### src/rtl/ofq_pkg.sv
package ofq_pkg;
    localparam int OFQ_BW = 8;

    typedef struct packed {
        logic              tag;
        logic [OFQ_BW-1:0] val;
    } ofq_entry_t;
endpackage

### src/rtl/ofq_ring.sv
module ofq_ring
    import ofq_pkg::*;
#(
    parameter  int DEPTH = 16,
    localparam int AW    = (DEPTH > 1) ? $clog2(DEPTH) : 1,
    localparam int CW    = $clog2(DEPTH + 1)
) (
    input  logic       clk,
    input  logic       rst_n,
    input  logic       wr_en,
    input  ofq_entry_t wr_ent,
    input  logic       rd_en,
    output ofq_entry_t head,
    output logic [CW-1:0] level
);
    typedef struct packed {
        logic [AW-1:0] wp;
        logic [AW-1:0] rp;
        logic [CW-1:0] lvl;
    } ring_t;

    ring_t      st_d, st_q;
    ofq_entry_t mem [DEPTH];

    function automatic logic [AW-1:0] adv(input logic [AW-1:0] p);
        return (p == AW'(DEPTH - 1)) ? '0 : p + AW'(1);
    endfunction

    always_comb begin
        st_d = st_q;
        if (wr_en) st_d.wp = adv(st_q.wp);
        if (rd_en) st_d.rp = adv(st_q.rp);
        st_d.lvl = st_q.lvl + CW'(wr_en) - CW'(rd_en);
    end

    always_ff @(posedge clk) begin
        if (!rst_n) st_q <= '0;
        else        st_q <= st_d;
    end

    always_ff @(posedge clk) begin
        if (wr_en) mem[st_q.wp] <= wr_ent;
    end

    assign head  = mem[st_q.rp];
    assign level = st_q.lvl;
endmodule

### src/rtl/ofq_flags.sv
module ofq_flags #(
    parameter  int DEPTH = 16,
    localparam int CW    = $clog2(DEPTH + 1)
) (
    input  logic          clk,
    input  logic          rst_n,
    input  logic [CW-1:0] level,
    input  logic          push_ok,
    input  logic          push_tag,
    input  logic          push_blocked,
    input  logic          cmd_pop,
    input  logic          empty_read,
    input  logic          status_rd,
    input  logic          thr_wr,
    input  logic [CW-1:0] thr_val,
    output logic          svc_req,
    output logic          flush_active,
    output logic          underrun,
    output logic          push_reject
);
    typedef struct packed {
        logic [CW-1:0] thr;
        logic [CW-1:0] pend;
        logic          ur;
        logic          rej;
    } flag_t;

    flag_t         fl_d, fl_q;
    logic [CW-1:0] eff_thr;

    always_comb begin
        fl_d      = fl_q;
        if (thr_wr) fl_d.thr = thr_val;
        fl_d.pend = fl_q.pend + CW'(push_ok & push_tag) - CW'(cmd_pop);
        fl_d.ur   = empty_read | (fl_q.ur & ~status_rd);
        fl_d.rej  = push_blocked;
    end

    always_ff @(posedge clk) begin
        if (!rst_n) fl_q <= '0;
        else        fl_q <= fl_d;
    end

    assign eff_thr      = (fl_q.thr == '0) ? CW'(1) : fl_q.thr;
    assign flush_active = (fl_q.pend != '0);
    assign svc_req      = (level >= eff_thr) | flush_active;
    assign underrun     = fl_q.ur;
    assign push_reject  = fl_q.rej;
endmodule

### src/rtl/ofq_tagged_out.sv
module ofq_tagged_out
    import ofq_pkg::*;
#(
    parameter  int DEPTH = 16,
    localparam int CW    = $clog2(DEPTH + 1)
) (
    input  logic          clk,
    input  logic          rst_n,
    input  logic          push_valid,
    input  logic [7:0]    push_byte,
    input  logic          push_cmd,
    output logic          push_reject,
    input  logic          thr_wr,
    input  logic [CW-1:0] thr_val,
    input  logic          dma_en,
    input  logic          host_rd,
    input  logic          dma_ack,
    input  logic          cmd_rd,
    input  logic          status_rd,
    output logic [7:0]    rd_byte,
    output logic          data_valid,
    output logic [7:0]    cmd_byte,
    output logic          cmd_present,
    output logic [CW-1:0] count,
    output logic          underrun,
    output logic          flush_active,
    output logic          svc_req,
    output logic          drq_out,
    output logic          intrq_out
);
    ofq_entry_t    head, wr_ent;
    logic [CW-1:0] level;
    logic          full, empty, push_ok, data_req, data_pop, cmd_pop;

    assign full     = (level == CW'(DEPTH));
    assign empty    = (level == '0);
    assign push_ok  = push_valid & ~full;
    assign data_req = host_rd | dma_ack;
    assign data_pop = data_req & ~empty & ~head.tag;
    assign cmd_pop  = cmd_rd & ~empty & head.tag;
    assign wr_ent   = '{tag: push_cmd, val: push_byte};

    ofq_ring #(.DEPTH(DEPTH)) i_ring (
        .clk    (clk),
        .rst_n  (rst_n),
        .wr_en  (push_ok),
        .wr_ent (wr_ent),
        .rd_en  (data_pop | cmd_pop),
        .head   (head),
        .level  (level)
    );

    ofq_flags #(.DEPTH(DEPTH)) i_flags (
        .clk          (clk),
        .rst_n        (rst_n),
        .level        (level),
        .push_ok      (push_ok),
        .push_tag     (push_cmd),
        .push_blocked (push_valid & full),
        .cmd_pop      (cmd_pop),
        .empty_read   (data_req & empty),
        .status_rd    (status_rd),
        .thr_wr       (thr_wr),
        .thr_val      (thr_val),
        .svc_req      (svc_req),
        .flush_active (flush_active),
        .underrun     (underrun),
        .push_reject  (push_reject)
    );

    assign data_valid  = ~empty & ~head.tag;
    assign cmd_present = ~empty & head.tag;
    assign rd_byte     = data_valid  ? head.val : '0;
    assign cmd_byte    = cmd_present ? head.val : '0;
    assign count       = level;
    assign drq_out     = svc_req & dma_en;
    assign intrq_out   = svc_req & ~dma_en;
endmodule

### config.mk
export PLATFORM = sky130hd
export DESIGN_NAME = ofq_tagged_out
export DESIGN_NICKNAME = d
export VERILOG_FILES = /design/src/rtl/ofq_pkg.sv /design/src/rtl/ofq_ring.sv /design/src/rtl/ofq_flags.sv /design/src/rtl/ofq_tagged_out.sv
export SDC_FILE = /design/constraint.sdc
export NUM_CORES = 1
export LEC_CHECK = 0
export CORE_MARGIN = 5
export CORE_UTILIZATION = 54
export CTS_CLUSTER_DIAMETER = 200
export DETAILED_ROUTE_END_ITERATION = 8
export DONT_BUFFER_PORTS = 1
export PLACE_DENSITY = 0.79
export REMOVE_ABC_BUFFERS = 1
export SLEW_MARGIN = 30
export SYNTH_ARGS = -nofsm -noshare
export SYNTH_HDL_FRONTEND = slang
export SYNTH_SLANG_ARGS = --single-unit
### constraint.sdc
create_clock -name clk -period 3.7 [get_ports clk]
set_input_delay 0.74 -clock clk [delete_from_list [all_inputs] [get_ports clk]]
set_output_delay 0.74 -clock clk [all_outputs]
set_load 0.05 [all_outputs]
# After elaboration in Yosys (flattened, before gate mapping)
# Memory sizes are Yosys's and may differ from the RTL's. A register that Yosys moved wholly into a read port is not among the register bits.
# Index checks and enable logic that the tools add are counted.
# classes
bitwise	22
magnitude_cmp	1
mux	9
eq_ne	3
add_sub_neg	6
n_reduce_logical	3
# ops
operator	n
two-way mux 4 bit	4
two-way mux 8 bit	2
AND 1 bit	13
logical NOT 5 bit	2
subtractor 5 x 1 -> 5 bit	2
adder 4 x 1 -> 4 bit, second input constant	2
equality test 4 bit, second input constant	2
adder 5 x 1 -> 5 bit	1
adder 5 bit	1
equality test 5 bit, second input constant	1
greater-or-equal comparator 5 bit	1
two-way mux 5 bit	1
NOT 1 bit	5
nonzero test 5 bit	1
bitwise OR 1 bit	4
two-way mux 1 bit	2
# word_totals
input_bits	23
word_cells	52
regBits	25
n_memories	1
mem_bits_rw	144
out_inout_bits	29
# memory_table
name	words	width	read_ports	rd_clocked_by_memory_dff	write_ports	line	rtl
i_ring.mem	16	9	1	1	1	ofq_ring.sv:23	ofq_entry_t mem [DEPTH];

# Longest topological paths before layout
# logic_depth
ltp_word	7
ltp_mapped	16
depth_no_buf	15

# Modules after synthesis
# A second synthesis with hierarchy kept.
# unflattened
cells_unflattened	458
area_unflattened_um2	7450.9
# modules_own_cells
module	cells_per_inst	seq_area_each_um2	n_inst	area_each_um2
ofq_ring	329	4664.5	1	6444.9
ofq_flags	78	240.2	1	714.4
ofq_tagged_out	51	0.0	1	291.5

# Worst setup path before layout
# OpenSTA, ideal clock, no wires.
# synth_timing
path_type	flip-flop to output port
start	register with a tool-made name
end	output rd_byte[7]
slack_ns	0.026
stages_incl_launch_ff	6
required_ns	2.960
path_buffers	1
t_arrival_ns	2.934
cell_sequence	dfxtp_1 buf_6 mux4_2 mux4_2 nor2_1 and2_1
# synth_rtl
element	line	rtl
end, declared	ofq_tagged_out.sv:20	output logic [7:0] rd_byte,

==> metrics.txt <==
# TYPE chip_impl_metric gauge
chip_impl_info{name="startpoint_type",value="flip-flop"} 1
chip_impl_info{name="min-delay-path-class",value="input pin to flip-flop"} 1
chip_impl_metric{name="final.setup.tns",unit="ps"} 0
chip_impl_info{name="mostFrequentLayoutCells",value="sky130_fd_sc_hd__edfxtp_1 (144), sky130_fd_sc_hd__buf_4 (47), sky130_fd_sc_hd__mux4_2 (35), sky130_fd_sc_hd__dfxtp_1 (27), sky130_fd_sc_hd__inv_1 (25)"} 1
chip_impl_metric{name="clkSinkCount",unit=""} 173
chip_impl_info{name="setup_repair_after_global_routing_missed_its_margin",value="false"} 1
chip_impl_metric{name="buffer_ports.inserted",unit=""} 0
chip_impl_metric{name="fin_util",unit="%"} 64.49
chip_impl_metric{name="gp_congestion",unit=""} 0.7881
chip_impl_metric{name="post-synth-top-area-fraction",unit="%"} 59.56
chip_impl_info{name="tritoncts",value="done"} 1
chip_impl_info{name="worstHoldStart",value="push_byte[6]"} 1
chip_impl_metric{name="grt_antenna_before_repair",unit=""} 0
chip_impl_metric{name="cts-root-to-sink-buffers",unit=""} 2
chip_impl_metric{name="post-route-drc-count",unit=""} 0
chip_impl_metric{name="fraction_of_final_layout_cells_with_drive_strength_greater_than_1",unit="%"} 26.15
chip_impl_metric{name="syn-cell-area",unit="sq mm"} 0.007261
chip_impl_metric{name="clkSlewWorstSetupHoldPaths",unit="ps"} 70
chip_impl_metric{name="worst-r2r-setup-slack",unit="ps"} 230
chip_impl_metric{name="report.final.slew_viol_count",unit=""} 0
chip_impl_metric{name="min_period_over_period",unit="%"} 94.99
chip_impl_metric{name="ys_seq_area_share",unit="%"} 67.55
chip_impl_metric{name="synth_area_per_cell",unit="sq um"} 17.62
chip_impl_metric{name="synth_cells",unit=""} 412
chip_impl_metric{name="grt_first_pass_wirelength",unit="um"} 23250
chip_impl_metric{name="ff2ff_path_depth",unit=""} 14
chip_impl_metric{name="via_count_of_the_first_global_routing_pass",unit=""} 3970
chip_impl_metric{name="design.core.area",unit="sq mm"} 0.01319
chip_impl_metric{name="final_std_cells_w_o_fill",unit=""} 654
chip_impl_metric{name="detail_route.first_pass.iterations",unit=""} 5
chip_impl_info{name="cp_top_family",value="multiplexers"} 1
chip_impl_info{name="r2r_end",value="i_ring.level[4]"} 1
chip_impl_metric{name="total_via_count_after_detailed_routing",unit=""} 3847
chip_impl_metric{name="synthToLayoutAreaGrowth",unit="%"} 17.16
chip_impl_info{name="cp_slowest_cell",value="sky130_fd_sc_hd__dfxtp_2"} 1
chip_impl_metric{name="critical_path_required",unit="ps"} 2960
chip_impl_metric{name="max_clock_freq",unit="GHz"} 0.2845
chip_impl_metric{name="clock_latency_of_the_later_clocked_register_in_the_worst_skew_pair",unit="ps"} 430
chip_impl_metric{name="cts.htree.levels",unit=""} 4
chip_impl_metric{name="rows",unit=""} 42
chip_impl_metric{name="post-place-cells",unit=""} 622
chip_impl_metric{name="cts-buffers-inserted",unit=""} 17
chip_impl_info{name="outcome",value="finished clean"} 1
chip_impl_metric{name="max-vdd-ir-drop",unit="uV"} 396.7
chip_impl_metric{name="initial_core_util",unit="%"} 55.05
chip_impl_metric{name="globalRoute.totalOverflow",unit=""} 0
chip_impl_metric{name="finalSetupViolCount",unit=""} 0
chip_impl_metric{name="worst_hold_path.num_cells",unit=""} 0
chip_impl_info{name="clk_root_buffer_cell",value="sky130_fd_sc_hd__clkbuf_16"} 1
chip_impl_metric{name="worst_hold_slack",unit="ps"} 405.9
chip_impl_metric{name="wl_per_cell",unit="um"} 23.11
chip_impl_info{name="ys.flop_type",value="sky130_fd_sc_hd__edfxtp_1"} 1
chip_impl_metric{name="max_cap_viol_count",unit=""} 0
chip_impl_metric{name="die_h",unit="um"} 126.0
chip_impl_metric{name="detailedRoute.firstIterationViolations",unit=""} 448
chip_impl_metric{name="dpl.hpwl",unit="um"} 9600
chip_impl_metric{name="finalNetCount",unit=""} 512
chip_impl_metric{name="asyncSetResetFlopFracSynth",unit="%"} 0
chip_impl_metric{name="layout_min_cycle_time",unit="ps"} 3515
chip_impl_metric{name="clock-skew-final",unit="ps"} 8.091
chip_impl_metric{name="gr-usage-all-layers",unit="%"} 20.00
chip_impl_metric{name="power_per_cell_area",unit="mW/mm^2"} 802.1
chip_impl_metric{name="postRouteAntennaNets",unit=""} 0
chip_impl_metric{name="fp.dieArea",unit="sq mm"} 0.01586
chip_impl_metric{name="timing.max_slew.rel_slack",unit="%"} 49.89
chip_impl_metric{name="timing.critical_path.slowest_cell_delay",unit="ps"} 610
chip_impl_info{name="cp-end-kind",value="primary output"} 1
chip_impl_metric{name="cp_num_buf_inv",unit=""} 2
chip_impl_metric{name="synth.yosys.warnings",unit=""} 0
chip_impl_metric{name="max_slew.worst_pin.slew",unit="ps"} 748.9
chip_impl_info{name="crit_path_cell_trace",value="buf_4 > mux4_2 > mux4_1 > and2_1 > buf_12"} 1
chip_impl_metric{name="post_synth_cell_types",unit=""} 37
chip_impl_metric{name="synthesis_stage_register_bit_count",unit=""} 173
chip_impl_info{name="hold_path_end",value="i_ring.mem[10][6]"} 1
chip_impl_metric{name="post-cts-setup-buffers",unit=""} 0
chip_impl_metric{name="viasPerCell",unit=""} 5.882
chip_impl_info{name="crit_type",value="flip-flop to primary output"} 1
chip_impl_info{name="layout_commonest_cell",value="sky130_fd_sc_hd__edfxtp_1"} 1
chip_impl_metric{name="antenna_cells_inserted",unit=""} 0
chip_impl_info{name="synth_largest_area_cell",value="sky130_fd_sc_hd__edfxtp_1"} 1
chip_impl_metric{name="crit_fanout",unit=""} 12
chip_impl_metric{name="final_hold_viol_count",unit=""} 0
chip_impl_info{name="cell_types_occupying_the_most_area_after_synthesis",value="sky130_fd_sc_hd__edfxtp_1 (60%), sky130_fd_sc_hd__mux4_2 (11%), sky130_fd_sc_hd__dfxtp_1 (8.0%)"} 1
chip_impl_metric{name="totalWireLength",unit="um"} 15110
chip_impl_metric{name="grt_max_degree",unit=""} 33
chip_impl_metric{name="worst_ep_arrival_time",unit="ps"} 2770
chip_impl_metric{name="p_leak",unit="nW"} 3.002
chip_impl_metric{name="boundaryPins",unit=""} 52
chip_impl_metric{name="fp.dieW",unit="um"} 126.0
chip_impl_metric{name="number_of_flops_mapped_to_enable_cells_by_yosys",unit=""} 144
kinds of logic after synthesis:
family	synth area share, %
xor gates and xnor gates	1.086
and+or+nand+nor	6.514
muxes	15.72
DFF	67.55
AOI/OAI and AO/OA	1.999
buffers and inverters	2.792
adders and majority gates	4.343
final cells by class:
cell class | instances | area [sq um]
multi-input combinational | 192 | 2156
tap | 176 | 220.2
fill | 842 | 4683
inverter | 25 | 93.84
clock buffer | 20 | 436.7
timing repair buffer | 56 | 533.0
clock inverter | 12 | 160.2
sequential | 173 | 4907
worst max path at each step:
stage | from | end | slack [ps] | cells after the start
CTS | flip-flop | rd_byte[7] | 80 | 6
floorplan | flip-flop | rd_byte[7] | -410 | 3
global route | flip-flop | i_flags.fl_q[6] | 40 | 14
detailed placement | flip-flop | i_ring.level[4] | 150 | 14
global placement | flip-flop | i_ring.level[4] | 240 | 14
finish | flip-flop | rd_byte[7] | 190 | 5
sequential cells by signal, indices dropped and copies added, names as in the netlist, named ones only:
name,flops
i_flags.fl_q,10
i_flags.push_reject,1
i_flags.underrun,1
i_ring.level,5
i_ring.mem,144
i_ring.st_q,8
cell usage after synthesis (2+ instances only):
library cell / count
sky130_fd_sc_hd__edfxtp_1: 144
sky130_fd_sc_hd__mux4_2: 35
sky130_fd_sc_hd__dfxtp_1: 29
sky130_fd_sc_hd__inv_1: 25
sky130_fd_sc_hd__ha_1: 22
sky130_fd_sc_hd__nor2b_1: 20
sky130_fd_sc_hd__nor2_1: 19
sky130_fd_sc_hd__and2_1: 17
sky130_fd_sc_hd__clkbuf_1: 12
sky130_fd_sc_hd__mux4_1: 10
sky130_fd_sc_hd__mux2i_1: 9
sky130_fd_sc_hd__nand2_1: 7
sky130_fd_sc_hd__xnor2_1: 6
sky130_fd_sc_hd__a21o_1: 5
sky130_fd_sc_hd__a21oi_1: 5
sky130_fd_sc_hd__buf_4: 5
sky130_fd_sc_hd__nand2b_1: 5
sky130_fd_sc_hd__and3_1: 4
sky130_fd_sc_hd__buf_1: 4
sky130_fd_sc_hd__nor3_1: 4
sky130_fd_sc_hd__o21ai_0: 4
sky130_fd_sc_hd__xor2_1: 3
sky130_fd_sc_hd__a41o_1: 2
sky130_fd_sc_hd__fa_1: 2
sky130_fd_sc_hd__or3_1: 2
metal layers:
| metal | vias up | wire length, um | GRT usage (%) |
|---|---|---|---|
| li1 | 1680 | - | - |
| met3 | 19 | 1057 | 4.996 |
| met5 | - | 0 | 0 |
| met4 | 0 | 202 | 6.688 |
| met1 | 1973 | 5690 | 25.05 |
| met2 | 175 | 8160 | 34.33 |
through the flow:
step / setup slack [ps] / area, sq um / total power, mW
floorplan: -410.5 / 7152 / 4.169
global placement: 238.5 / 7909 / 4.986
detailed placement: 149.6 / 7909 / 5.062
CTS: 81.71 / 8506 / 6.881
global route: 36.42 / 8507 / 7.142
finish: 185.2 / 8507 / 6.823
repair_timing:
action / 4_1_cts / 5_1_grt
setup endpoints to repair: 0 / 2
resized for setup: 0 / 1
hold buffers: 0 / 0
endpoints found under the hold margin: 0 / 0
power breakdown:
group          leakage [nW]  switching (mW)  internal, mW
clock network         0.290           0.732          1.07
logic                  1.17            1.46          1.16
registers              1.54           0.159          2.25
No activity file was read; power rests on OpenSTA's default activity.
